## src/rtl/blk_xfer_pkg.sv

```systemverilog
package blk_xfer_pkg;
  typedef enum logic [1:0] {ST_IDLE, ST_XFER, ST_WB, ST_DONE} xfer_st_e;

  localparam int unsigned POS_PRE  = 24;
  localparam int unsigned POS_UP   = 23;
  localparam int unsigned POS_USR  = 22;
  localparam int unsigned POS_WB   = 21;
  localparam int unsigned POS_LD   = 20;
  localparam int unsigned POS_RN   = 16;
  localparam int unsigned POS_OPC  = 25;
  localparam logic [2:0]  OPC_BLK  = 3'b100;
endpackage

```

## src/rtl/blk_xfer_pick.sv

```systemverilog
module blk_xfer_pick #(
  parameter int unsigned NREG = 16,
  localparam int unsigned IW = $clog2(NREG)
) (
  input  logic [NREG-1:0] mask_i,
  output logic [IW-1:0]   idx_o,
  output logic [NREG-1:0] rest_o,
  output logic            last_o
);
  // lowest set bit wins
  always_comb begin
    idx_o = '0;
    for (int i = NREG - 1; i >= 0; i--) begin
      if (mask_i[i]) idx_o = IW'(i);
    end
  end

  assign rest_o = mask_i & (mask_i - 1'b1);
  assign last_o = (rest_o == '0);
endmodule

```

## src/rtl/blk_xfer_addr.sv

```systemverilog
module blk_xfer_addr #(
  parameter int unsigned NREG       = 16,
  parameter int unsigned AW         = 32,
  parameter int unsigned WORD_BYTES = 4,
  localparam int unsigned CW = $clog2(NREG) + 1
) (
  input  logic [AW-1:0]   base_i,
  input  logic [NREG-1:0] mask_i,
  input  logic            up_i,
  input  logic            pre_i,
  output logic [AW-1:0]   start_o,
  output logic [AW-1:0]   final_o
);
  logic [CW-1:0] cnt;
  logic [AW-1:0] span, step;

  always_comb begin
    cnt = '0;
    for (int i = 0; i < NREG; i++) begin
      cnt = cnt + {{(CW-1){1'b0}}, mask_i[i]};
    end
  end

  assign step = AW'(WORD_BYTES);
  assign span = AW'(cnt) * step;

  always_comb begin
    unique case ({up_i, pre_i})
      2'b10:   start_o = base_i;
      2'b11:   start_o = base_i + step;
      2'b00:   start_o = base_i - span + step;
      default: start_o = base_i - span;
    endcase
    final_o = up_i ? base_i + span : base_i - span;
  end
endmodule

```

## src/rtl/blk_xfer_seq.sv

```systemverilog
module blk_xfer_seq
  import blk_xfer_pkg::*;
#(
  parameter int unsigned NREG       = 16,
  parameter int unsigned AW         = 32,
  parameter int unsigned DW         = 32,
  parameter int unsigned WORD_BYTES = 4,
  localparam int unsigned IW = $clog2(NREG)
) (
  input  logic          clk_i,
  input  logic          rst_ni,
  input  logic          start_i,
  input  logic [27:0]   instr_i,
  input  logic [AW-1:0] base_val_i,
  output logic          busy_o,
  output logic          done_o,
  output logic          bad_mask_o,
  output logic          mem_req_o,
  output logic          mem_we_o,
  output logic [AW-1:0] mem_addr_o,
  output logic [DW-1:0] mem_wdata_o,
  input  logic          mem_ready_i,
  input  logic [DW-1:0] mem_rdata_i,
  output logic [IW-1:0] rf_rd_idx_o,
  output logic          rf_rd_user_o,
  input  logic [DW-1:0] rf_rd_data_i,
  output logic          rf_we_o,
  output logic [IW-1:0] rf_wr_idx_o,
  output logic          rf_wr_user_o,
  output logic [DW-1:0] rf_wr_data_o
);
  xfer_st_e        st_q;
  logic [NREG-1:0] mask_q, rest;
  logic [AW-1:0]   addr_q, final_q, start_addr, final_addr;
  logic [IW-1:0]   rn_q, cur_idx;
  logic            load_q, wb_q, user_q, bad_q, cur_last;
  logic [NREG-1:0] new_mask;

  assign new_mask = instr_i[NREG-1:0];

  blk_xfer_addr #(.NREG(NREG), .AW(AW), .WORD_BYTES(WORD_BYTES)) u_addr (
    .base_i (base_val_i),
    .mask_i (new_mask),
    .up_i   (instr_i[POS_UP]),
    .pre_i  (instr_i[POS_PRE]),
    .start_o(start_addr),
    .final_o(final_addr)
  );

  blk_xfer_pick #(.NREG(NREG)) u_pick (
    .mask_i(mask_q),
    .idx_o (cur_idx),
    .rest_o(rest),
    .last_o(cur_last)
  );

  always_ff @(posedge clk_i or negedge rst_ni) begin
    if (!rst_ni) begin
      st_q    <= ST_IDLE;
      mask_q  <= '0;
      addr_q  <= '0;
      final_q <= '0;
      rn_q    <= '0;
      load_q  <= 1'b0;
      wb_q    <= 1'b0;
      user_q  <= 1'b0;
      bad_q   <= 1'b0;
    end else begin
      unique case (st_q)
        ST_IDLE: if (start_i) begin
          mask_q  <= new_mask;
          addr_q  <= start_addr;
          final_q <= final_addr;
          rn_q    <= instr_i[POS_RN +: IW];
          load_q  <= instr_i[POS_LD];
          wb_q    <= instr_i[POS_WB];
          user_q  <= instr_i[POS_USR];
          bad_q   <= (new_mask == '0);
          st_q    <= (new_mask == '0) ? ST_DONE : ST_XFER;
        end
        ST_XFER: if (mem_ready_i) begin
          mask_q <= rest;
          addr_q <= addr_q + AW'(WORD_BYTES);
          if (cur_last) st_q <= wb_q ? ST_WB : ST_DONE;
        end
        ST_WB:   st_q <= ST_DONE;
        default: st_q <= ST_IDLE;
      endcase
    end
  end

  assign busy_o       = (st_q != ST_IDLE);
  assign done_o       = (st_q == ST_DONE);
  assign bad_mask_o   = done_o && bad_q;
  assign mem_req_o    = (st_q == ST_XFER);
  assign mem_we_o     = mem_req_o && !load_q;
  assign mem_addr_o   = addr_q;
  assign mem_wdata_o  = rf_rd_data_i;
  assign rf_rd_idx_o  = cur_idx;
  assign rf_rd_user_o = user_q;
  assign rf_we_o      = (mem_req_o && load_q && mem_ready_i) || (st_q == ST_WB);
  assign rf_wr_idx_o  = (st_q == ST_WB) ? rn_q : cur_idx;
  assign rf_wr_user_o = (st_q == ST_WB) ? 1'b0 : user_q;
  assign rf_wr_data_o = (st_q == ST_WB) ? DW'(final_q) : mem_rdata_i;

  AST_OPCODE: assert property (@(posedge clk_i) disable iff (!rst_ni)
    (start_i && !busy_o) |-> instr_i[POS_OPC +: 3] == OPC_BLK);
  AST_HOLD_REQ: assert property (@(posedge clk_i) disable iff (!rst_ni)
    (mem_req_o && !mem_ready_i) |=> (mem_req_o && $stable(mem_addr_o) && $stable(rf_rd_idx_o)));
  AST_IDX_ASCEND: assert property (@(posedge clk_i) disable iff (!rst_ni)
    (mem_req_o && mem_ready_i) |=> (!mem_req_o || rf_rd_idx_o > $past(rf_rd_idx_o)));
  AST_ADDR_STEP: assert property (@(posedge clk_i) disable iff (!rst_ni)
    (mem_req_o && mem_ready_i) |=> (!mem_req_o || mem_addr_o == $past(mem_addr_o) + AW'(WORD_BYTES)));
  AST_STORE_NO_RF: assert property (@(posedge clk_i) disable iff (!rst_ni)
    !(mem_we_o && rf_we_o));
  AST_BAD_NO_REQ: assert property (@(posedge clk_i) disable iff (!rst_ni)
    bad_mask_o |-> $past(!mem_req_o));
  AST_DONE_PULSE: assert property (@(posedge clk_i) disable iff (!rst_ni)
    done_o |=> !done_o);
endmodule

```

## config.mk

```make
export PLATFORM = sky130hd
export DESIGN_NAME = blk_xfer_seq
export DESIGN_NICKNAME = d
export VERILOG_FILES = /design/src/rtl/blk_xfer_pkg.sv /design/src/rtl/blk_xfer_pick.sv /design/src/rtl/blk_xfer_addr.sv /design/src/rtl/blk_xfer_seq.sv
export SDC_FILE = /design/constraint.sdc
export NUM_CORES = 1
export LEC_CHECK = 0
export ABC_AREA = 1
export BUFFER_PORTS_ARGS = -buffer_cell sky130_fd_sc_hd__buf_2
export CORE_ASPECT_RATIO = 0.6
export CORE_MARGIN = 2
export CORE_UTILIZATION = 35
export DETAILED_ROUTE_END_ITERATION = 10
export SKIP_LAST_GASP = 1
export SLEW_MARGIN = 15
export SYNTH_ARGS = -nofsm -noshare
export SYNTH_HDL_FRONTEND = slang
export SYNTH_SLANG_ARGS = --single-unit
```

## constraint.sdc

```tcl
create_clock -name clk_i -period 2.4 [get_ports clk_i]
set_clock_uncertainty 0.05 [all_clocks]
set_input_delay 0.48 -clock clk_i [delete_from_list [all_inputs] [get_ports clk_i]]
set_output_delay 0.48 -clock clk_i [all_outputs]
set_load 0.02 [all_outputs]
```

* Word-level counts from Yosys, hierarchy flattened
Index checks and enable logic that the tools add are counted.
Word-level totals: register bits 90, output and inout port bits 112
Cells by class: add/subtract/negate cells 21, reduce and logical (&&, ||, !) cells 15, bitwise logic cells 1, multiplexer cells 33, equal/unequal tests 8
Operators with widths (count):
- $mux W32 | 4
- $add A32 B3 Y32 const B | 3
- $pmux W32 S3 | 1
- $add A5 B1 Y5 | 14
- $mux W4 | 17
- $pmux W32 S2 | 1
- $add A32 B7 Y32 | 1
- $logic_not A16 Y1 | 2
- $mux W16 | 2
- $pmux W16 S2 | 1
- $sub A32 B7 Y32 | 1
- $and A16 B16 Y16 | 1
- $sub A16 B1 Y16 const B | 1
- $eq A2 B2 Y1 const B | 4
- $mux W2 | 4
- $pmux W2 S3 | 1
- $reduce_and A3 Y1 | 2
- $logic_and A1 B1 Y1 | 4
- $logic_not A2 Y1 | 2
- $ne A2 B1 Y1 const B | 2
- $reduce_bool A2 Y1 | 2
- $add A1 B1 Y2 | 1
- $eq A2 B1 Y1 const B | 1
- $mux W1 | 2
- other kinds (4) | 4

* Longest topological paths before layout
Gate-level depths: netlist of the first run.
depth in word-level cells 20, depth in mapped cells 36, gate-level depth less buffers 36

* By module
Synthesis of the first run repeated with hierarchy kept, for this count alone.
Second synthesis, totals: cell total of the unflattened synthesis 1768, area total of the unflattened synthesis 10642.7 µm²
By module, submodules not included:
- blk_xfer_seq | area an instance 5484.0 µm², cells an instance 771, instances 1, seq. area each 2252.2 µm²
- blk_xfer_addr | area an instance 4742.0 µm², cells an instance 908, instances 1, seq. area each 0.0 µm²
- blk_xfer_pick | area an instance 416.6 µm², cells an instance 89, instances 1, seq. area each 0.0 µm²

* Least setup slack after synthesis of the first run
Ideal clock, no wire load.
kind input-to-reg, start point input instr_i[0], end point register addr_q[26] (netlist: mem_addr_o[26]), required time 2.277 ns, path slack -3.549 ns, cell stages on the path 27, buffers on the path 0, arrival 5.826 ns, setup time 0.073 ns, cell sequence inv_1 -> ha_1 -> inv_1 -> fa_1 -> fa_1 -> fa_1 -> fa_1 -> fa_1 -> fa_1 -> inv_1 -> fa_1 -> o21ai_2 -> ha_1 -> inv_1 -> a21oi_1 -> nand3_1 -> nor2_4 -> nand3_2 -> nor2_4 -> nand3_4 -> nor2_8 -> nand2_1 -> nand2_1 -> nand3_1 -> nand2_1 -> nand2_1 -> a21oi_2
On the way: longest elaborated chain between the ends 20
Ends and longest elaborated chain:
- start, declared | line blk_xfer_seq.sv:13 | input logic [27:0] instr_i,
- $add A1 B1 Y2 (*) | line blk_xfer_addr.sv:20 | cnt = cnt + {{(CW-1){1'b0}}, mask_i[i]};
- $add A5 B1 Y5 (*) (14 in a row) | line blk_xfer_addr.sv:20
- $sub A32 B7 Y32 (*) | line blk_xfer_addr.sv:31, blk_xfer_addr.sv:32
- $add A32 B3 Y32 | line blk_xfer_addr.sv:31 | 2'b00: start_o = base_i - span + step;
- $pmux W32 S3 (*) | line blk_xfer_addr.sv:28 | unique case ({up_i, pre_i})
- $mux W32 (*) | line blk_xfer_seq.sv:70 | ST_IDLE: if (start_i) begin
- $pmux W32 S2 (*) | line blk_xfer_seq.sv:69 | unique case (st_q)
- end signal, assigned | line blk_xfer_seq.sv:72 | addr_q <= start_addr;
- end signal, assigned | line blk_xfer_seq.sv:83 | addr_q <= addr_q + AW'(WORD_BYTES);
- end, declared | line blk_xfer_seq.sv:34 | logic [AW-1:0] addr_q, final_q, start_addr, final_addr;
Mark *: on every way between the ends. The rest lies on a longest branch, timed or not. The select of a mux whose other input is x is not followed. A chain may end at the register's enable or synchronous reset.

* Worst setup path after layout of the first run
start point input instr_i[0], end point register addr_q[12] (netlist: mem_addr_o[12])
Same word-level chain as after synthesis.

==> flow_summary.toml, run 1 <==
[finish]
post_route_cells_drive_above_1_share_pct = 42.2
final_cell_count_no_fill = 2550
area_delta_synth_final_pct = 56.4
final_nets = 2336
fill_cells = 2744

[yosys]
yosys_warnings = 0
yosysMostFrequentCell = "nand2_1"
synth_edf_count = 0
yosysSeqAreaShare_pct = 22.0
synth_seq_cells = 90
synth_area_leaders = "dfrtp_1 22%, nand2_1 17%, nand3_1 6.8%, inv_1 6.8%, nor2_1 6.6%"
synthArstFlopShare_pct = 100
yosys-top-cells-count = "475 x nand2_1, 184 x inv_1, 180 x nor2_1"
syn-cell-area_um2 = 10200
synth.top_cell.area_share_pct = 22.0
yosysTopAreaCell = "dfrtp_1"
syn_nets = 1861
synth.avg_cell_area_um2 = 6.04
synthCells = 1694
synth_flop_cell = "dfrtp_1"
synth.distinct_cells = 56

[routing]
ant_nets = 0
routed_wl_um = 47700
drc = 0
first_iter_violations = 1327
avgRoutedWirePerCell_um = 18.7
viasPerCell = 5.26
detail_route.first_pass.iterations = 6
num_vias = 13400

[clock_tree]
cts_max_level = 3
cts_tree = "done"
clock_latency_ps = 380
root_buffer = "clkbuf_16"
cts_sinks = 90
clock_path_buffers = 2
cts_made_buffers = 9
path_clk_slew_ps = 70

[power]
power.switching_uw = 9210
irDropWorstVdd_v = 0.000750
power_density_nw_per_um2 = 1130
p_comb_share_pct = 74.2
clockPowerShare_pct = 9.4
power_uw = 18100
p_sw_share_pct = 51.0
pwr-share-seq_pct = 16.4
p_int_uw = 8860
p_leak_uw = 0.00790

[floorplan]
chipWidth_um = 225
die_y_um = 136
rows = 48
ios = 240
coreArea_um2 = 28800
start_util_pct = 35.6
die_area_um2 = 30600

[grt]
grt_usage_pct = 29.8
grt_pass1_wl_um = 68500
grt_pass1_vias = 11700
grt_overflow = 0
grt_start_max_net_pins = 61
antenna_found_initial = 2

[timing]
fin_crit_sh_pct = 247
hold_slack_ps = 247
worst_slew_pin_slew_ps = 439
slew_viol_final = 0
min_period_ps = 5930
setup_viol = 62
fmax_mhz = 169
hold_viol = 0
grt_setup_unrepaired = "yes"
relSlewSlack_pct = 70.5
layout_setup_ws_ps = -3530

[worst_hold_path]
worstHoldPathType = "input port to flop"

[placed_design]
placement.io_buffers = 172
gp_congestion = 0.991
pre_cts_ws_ps = -4140
dp.cells = 2449
place_hpwl_um = 35900

[setup_path]
path_max_fanout = 3
critPathArrivalTime_ps = 6170
worstPathRequired_ps = 2640
critPathLaunchType = "input port"
cp-end-kind = "flop"
r2r_slack_ps = -50
critPathKind = "input port to flop"

[flow_run]
maxCapViolCount = 0

[status]
outcome = "finished with violations"
violations = "negative setup slack"
==> registers in the layout, indices dropped and copies added (netlist names) <==
| register | count |
|---|---|
| wb_q | 1 |
| load_q | 1 |
| bad_q | 1 |
| rn_q | 4 |
| mem_addr_o | 32 |
| st_q | 2 |
| mask_q | 16 |
| rf_rd_user_o | 1 |
| final_q | 32 |
==> critical path: stages <==
cell,delay [ps]
buf_8,80
inv_6,30
ha_4,250
inv_2,30
fa_1,520
fa_2,450
fa_2,550
fa_1,430
fa_2,380
fa_2,560
inv_2,40
fa_2,460
o21ai_4,230
ha_4,170
inv_4,40
a21oi_4,150
nand3_4,110
nor2_4,130
nand3_4,90
buf_4,150
inv_2,70
nand2_1,50
nand2_1,50
nand3_1,80
o211ai_1,100
o211ai_1,220
a22oi_1,220
==> cells by family (layout without fill, tap and decap cells) <==
group | after synthesis | after routing | synth area share [%]
flops | 90 | 90 | 22.0
compound gates | 325 | 325 | 18.0
simple gates | 914 | 914 | 39.8
other cells | 0 | 2 | 0
buf+inv | 304 | 783 | 12.6
mux | 1 | 1 | 0.110
xor+xnor | 21 | 21 | 1.80
fa+ha+maj | 39 | 39 | 5.65
==> final timing paths <==
kind / from / end / cells past startpoint
max: instr_i[0] / mem_addr_o[12] / 27
min: instr_i[19] / rn_q[3] / 3
max reg2reg: mem_addr_o[2] / mem_addr_o[25] / 11
min reg2reg: wb_q / wb_q / 2
max in group asynchronous: rst_ni / final_q[18] / 3
min in group asynchronous: rst_ni / final_q[0] / 2
==> power by group through the flow <==
stage / Sequential [µW] / Clock [µW] / Combinational (µW)
after floorplan: 3150 / 0 / 6110
after global placement: 2920 / 0 / 10400
after detailed placement: 2910 / 0 / 10500
after CTS: 2930 / 1740 / 12000
after global routing: 3080 / 1810 / 14400
final: 2960 / 1700 / 13400
==> area by class of cell <==
type | instances | area (µm²) | share of cell area [%]
clock inverters | 5 | 103 | 0.641
inverters | 193 | 754 | 4.72
clock buffers | 10 | 239 | 1.49
well taps | 375 | 469 | 2.93
flip-flops and latches | 90 | 2250 | 14.1
diodes | 2 | 5.00 | 0.0313
repair buffers | 575 | 4240 | 26.5
multi-input cells | 1300 | 7940 | 49.6
==> metrics by stage <==
step	area, µm²	TNS, ps	util, %
2_1_floorplan	10400	-172690	-
3_3_place_gp	13700	-205940	47.6
3_5_place_dp	13700	-212070	47.6
4_1_cts	15200	-178430	52.8
5_1_grt	16000	-198880	55.6
6_report	16000	-188710	55.6
==> cells in the final DEF, fill, tap and decap left out, types with 24 or more instances in the layout <==
master   Yosys  layout
a21oi_1    123     102
buf_2       12     165
buf_4       32     355
buf_6        2      39
dfrtp_1     90      88
inv_1      184     158
inv_2        6      26
nand2_1    475     397
nand2_2     16      70
nand2_4      3      27
nand3_1    139     107
nand3_2      6      29
nand4_1     24      24
nor2_1     180     143
nor2_2      15      28
nor2_4      12      36
o21ai_0    106      64
o21ai_1     10      41
==> what timing repair did <==
item                       CTS  global route
hold buffers                 1             0
hold endpoints to repair    22             0
setup buffers               55            35
gates resized for setup    245           139
pin swaps                  111           108
gates cloned                 0             2
setup endpoints to repair   69            87
==> routing by layer <==
metal	track usage [%]	wire, µm	up-vias
met2	36.7	17800	698
met1	48.4	23600	6242
met4	3.90	297	0
met3	9.96	6040	22
li1	-	-	6456
met5	0	0	-
No activity file was read; power rests on OpenSTA's default activity.
==> run 2: changes to the inputs <==
==> constraint.sdc (replaced) <==
create_clock -name clk_i -period 7.6 [get_ports clk_i]
set_clock_uncertainty 0.05 [all_clocks]
set_input_delay 1.52 -clock clk_i [delete_from_list [all_inputs] [get_ports clk_i]]
set_output_delay 1.52 -clock clk_i [all_outputs]
set_load 0.02 [all_outputs]
==> run 2 against run 1 <==
Effect of this change: power down 76%; cell area down 25%; non-clock buffer count down 315; register-to-register slack better by 4300 ps; highest routed layer unchanged; cell count down 12%; routed wire length down 17%; the run now ends clean; die area unchanged; critical path depth down 1; largest cell class unchanged; count of clock-buffer cells in the layout up 2; first-iteration DRC count up 4.4%; critical path type unchanged; hold slack better by 190 ps.
==> flow_summary.toml, run 2 (synthesized netlist as in run 1, its figures left out) <==
[finish]
final_cell_mix = "471 x nand2_1, 183 x inv_1, 178 x nor2_1"
mostFrequentLayoutCell = "nand2_1"
area_delta_synth_final_pct = 17.3
final_nets = 2021
post_route_cells_drive_above_1_share_pct = 19.8

[timing]
fmax_mhz = 137
relSlewSlack_pct = 28.8
grt_setup_unrepaired = "no"
hold_viol = 0
fin_crit_sh_pct = 96.0
min_period_ps = 7300
hold_slack_ps = 434
worst_slew_pin_slew_ps = 1070
setup_tns_ps = 0
setup_viol = 0
slew_viol_final = 0

[routing]
routed_wl_um = 39800
viasPerCell = 5.22
first_iter_violations = 1386
drc = 0
detail_route.first_pass.iterations = 5
avgRoutedWirePerCell_um = 17.8
num_vias = 11700
ant_nets = 0

[placed_design]
place_hpwl_um = 31500
placement.io_buffers = 172
gp_congestion = 0.961

[clock_tree]
path_clk_slew_ps = 70
hold_buffers = 0
cts_sinks = 90
cts_max_level = 3
cts_made_buffers = 9
cts_tree = "done"
clock_path_buffers = 2
clock_latency_ps = 360
root_buffer = "clkbuf_16"

[setup_path]
path_max_fanout = 4
r2r_cells = 12
cp-end-kind = "flop"
critPathLaunchType = "input port"
critPathKind = "input port to flop"
critPathArrivalTime_ps = 7530
worstPathRequired_ps = 7830

[power]
clockPowerShare_pct = 10.7
p_leak_uw = 0.00603
power.switching_uw = 2360
pwr-share-seq_pct = 21.6
irDropWorstVdd_v = 0.000197
p_int_uw = 2000
power_density_nw_per_um2 = 363
p_sw_share_pct = 54.2
p_comb_share_pct = 67.7

[grt]
grt_pass1_vias = 10000
grt_usage_pct = 25.8
grt_overflow = 0
antenna_found_initial = 1
grt_pass1_wl_um = 59600
grt_start_max_net_pins = 59

[floorplan]
die_y_um = 136
coreArea_um2 = 28800
ios = 240
chipWidth_um = 225
die_area_um2 = 30600
rows = 48
start_util_pct = 35.6

[worst_hold_path]
hold_depth = 2
worstHoldPathType = "flop to flop"

[flow_run]
maxCapViolCount = 0

[status]
outcome = "finished clean"
run 2: what timing repair did:
| item | CTS | global route |
|---|---|---|
| gates resized for setup | 0 | 12 |
| setup endpoints to repair | 0 | 19 |
| setup buffers | 0 | 2 |
run 2: worst paths after layout:
| kind | from | to | slack (ps) |
|---|---|---|---|
| max reg2reg | st_q[1] | mask_q[14] | 4200 |
| min in group asynchronous | rst_ni | rf_rd_user_o | 1030 |
| min reg2reg | final_q[30] | final_q[30] | 430 |
| max in group asynchronous | rst_ni | mem_addr_o[22] | 5300 |
| min | final_q[30] | final_q[30] | 430 |
| max | instr_i[1] | mem_addr_o[16] | 300 |
run 2: critical path, cell delays in order:
cell and delay (ps):
buf_2 90, inv_1 40, ha_1 250, inv_1 40
fa_1 480, fa_1 500, fa_1 540, fa_1 430
fa_2 380, fa_1 530, inv_1 90, fa_1 500
o21ai_2 190, ha_1 210, inv_1 70, a21oi_1 190
nand3_1 190, nor2_4 130, nand3_2 100, nor2_4 160
nand3_1 180, o21ai_1 160, nand3_1 80, nand2_1 90
nand3_1 160, a21oi_1 210
run 2: routing by layer:
layer | wire, µm | global-route usage, % | up-vias
li1 | - | - | 5808
met1 | 21200 | 43.9 | 5289
met2 | 13700 | 30.5 | 563
met3 | 4820 | 7.24 | 14
met4 | 175 | 3.35 | 0
met5 | 0 | 0 | -
run 2: layout make-up:
type | instances | area [µm²]
flip-flops and latches | 90 | 2250
multi-input cells | 1300 | 6730
clock inverters | 4 | 51.3
inverters | 193 | 724
repair buffers | 260 | 1520
fillers | 3167 | 16800
diodes | 1 | 2.50
well taps | 375 | 469
clock buffers | 12 | 246
run 2: through the flow:
step                utilization (%)  power (µW)  cells  worst slack, ps  area [µm²]
global route                   41.7        4750   2235             1.43       12000
detailed placement             40.5        3850   2216             -126       11700
global placement               40.5        3800   2216            -64.5       11700
finish                         41.7        4360   2235              301       12000
CTS                            41.5        4340   2232              250       12000
floorplan                         -        2850   1694              611       10200
run 2: power by group through the flow:
stage | registers (µW) | logic [µW] | clock network (µW)
after floorplan | 995 | 1860 | 0
after global placement | 937 | 2870 | 0
after detailed placement | 939 | 2910 | 0
after CTS | 936 | 2920 | 481
after global routing | 975 | 3280 | 496
final | 941 | 2950 | 465
==> run 3: changes to the inputs <==
==> constraint.sdc (replaced) <==
create_clock -name clk_i -period 9.5 [get_ports clk_i]
set_clock_uncertainty 0.05 [all_clocks]
set_input_delay 1.9 -clock clk_i [delete_from_list [all_inputs] [get_ports clk_i]]
set_output_delay 1.9 -clock clk_i [all_outputs]
set_load 0.02 [all_outputs]
==> run 3 against run 2 <==
Effect of this change: die area is the same; routed wire length shrank 1.3%; via count shrank 2.2%; worst setup slack gained 1100 ps; critical path type unchanged; largest power group unchanged; highest routed layer is now met5.
==> flow_summary.toml, run 3 (synthesized netlist as in run 1, its figures left out) <==
[status]
outcome = "finished clean"

[clock_tree]
postCtsSetupRepairBufs = 0
cts_sinks = 90
clock_path_buffers = 2
root_buffer = "clkbuf_16"
cts_resized = 0
cts_made_buffers = 9
clock_latency_ps = 370
path_clk_slew_ps = 70
hold_buffers = 0
cts_tree = "done"
cts_max_level = 3

[floorplan]
start_util_pct = 35.6
coreArea_um2 = 28800
die_y_um = 136
die_area_um2 = 30600
chipWidth_um = 225
rows = 48
ios = 240

[routing]
avgRoutedWirePerCell_um = 18.2
ant_nets = 0
detail_route.first_pass.iterations = 5
drc = 0
routed_wl_um = 39300
viasPerCell = 5.29
first_iter_violations = 1368
num_vias = 11400

[finish]
final_nets = 1944
post_route_cells_drive_above_1_share_pct = 15.9
final_cell_mix = "475 x nand2_1, 183 x inv_1, 180 x nor2_1"
fill_cells = 3157
fin_area_um2 = 11400
area_delta_synth_final_pct = 11.7
mostFrequentLayoutCell = "nand2_1"

[grt]
grt_usage_pct = 25.8
grt_pass1_vias = 10000
grt_start_max_net_pins = 59
antenna_found_initial = 2
grt_pass1_wl_um = 59500
grt_overflow = 0

[setup_path]
critPathArrivalTime_ps = 8350
critPathLaunchType = "input port"
worstPathRequired_ps = 9760
critPathKind = "input port to flop"
crit_slowest_cell = "fa_1"
r2r_cells = 13
path_max_fanout = 7
max_stage_delay_ps = 550
cp-end-kind = "flop"

[power]
p_leak_uw = 0.00567
power_density_nw_per_um2 = 295
irDropWorstVdd_v = 0.000169
power_uw = 3370

[timing]
hold_viol = 0
layout_setup_ws_ps = 1410
worst_slew_pin_slew_ps = 1060
slew_viol_final = 0
min_period_ps = 8090
setup_tns_ps = 0
setup_viol = 0
fin_crit_sh_pct = 85.2
hold_slack_ps = 434
relSlewSlack_pct = 29.5
grt_setup_unrepaired = "no"
fmax_mhz = 124

[worst_hold_path]
worstHoldPathType = "flop to flop"
hold_depth = 2

[placed_design]
gp_congestion = 0.958
placement.io_buffers = 172
dpl_cell_area_um2 = 11100
pre_cts_ws_ps = 1150
place_hpwl_um = 30700

[flow_run]
maxCapViolCount = 0
run 3: path summary, 6_finish.rpt:
kind	start	end	slack (ps)
worst max register to register	st_q[1]	mem_addr_o[3]	5870
min in group asynchronous	rst_ni	final_q[1]	1410
worst min-delay path	bad_q	bad_q	430
max in group asynchronous	rst_ni	mem_addr_o[29]	6830
worst min register to register	bad_q	bad_q	430
worst max-delay path	instr_i[0]	mem_addr_o[27]	1410
run 3: per-stage QoR:
stage          std cells  utilization (%)
2_1_floorplan       1694                -
3_3_place_gp        2141             38.5
3_5_place_dp        2141             38.5
4_1_cts             2156             39.7
5_1_grt             2157             39.7
6_report            2157             39.7
run 3: critical path, delay by kind of cell:
family                     cells  cell delay, ps
and+or+nand+nor               17            2340
buffers and inverters          4             350
adders and majority gates      8            3400
AOI/OAI and AO/OA              2             330
run 3: per-layer routing:
layer / track usage (%) / vias to the layer above / part of all wire [%]
met1: 43.2 / 5218 / 53
met5: 0 / - / 0.033
met2: 30.7 / 510 / 34
met3: 7.65 / 24 / 12
met4: 4.27 / 2 / 0.97
li1: - / 5663 / -
run 3: final cells by class:
cell class	instances	area (µm²)	area share, %
clock buffer	11	253	2.21
antenna	1	2.50	0.0219
timing repair buffer	183	946	8.28
multi-input combinational	1300	6700	58.7
tap	375	469	4.11
sequential	90	2250	19.7
clock inverter	4	75.1	0.657
inverter	193	724	6.34
run 3: power by group:
group / switching [µW] / internal, µW
clock network: 163 / 243
registers: 175 / 582
logic: 1520 / 689
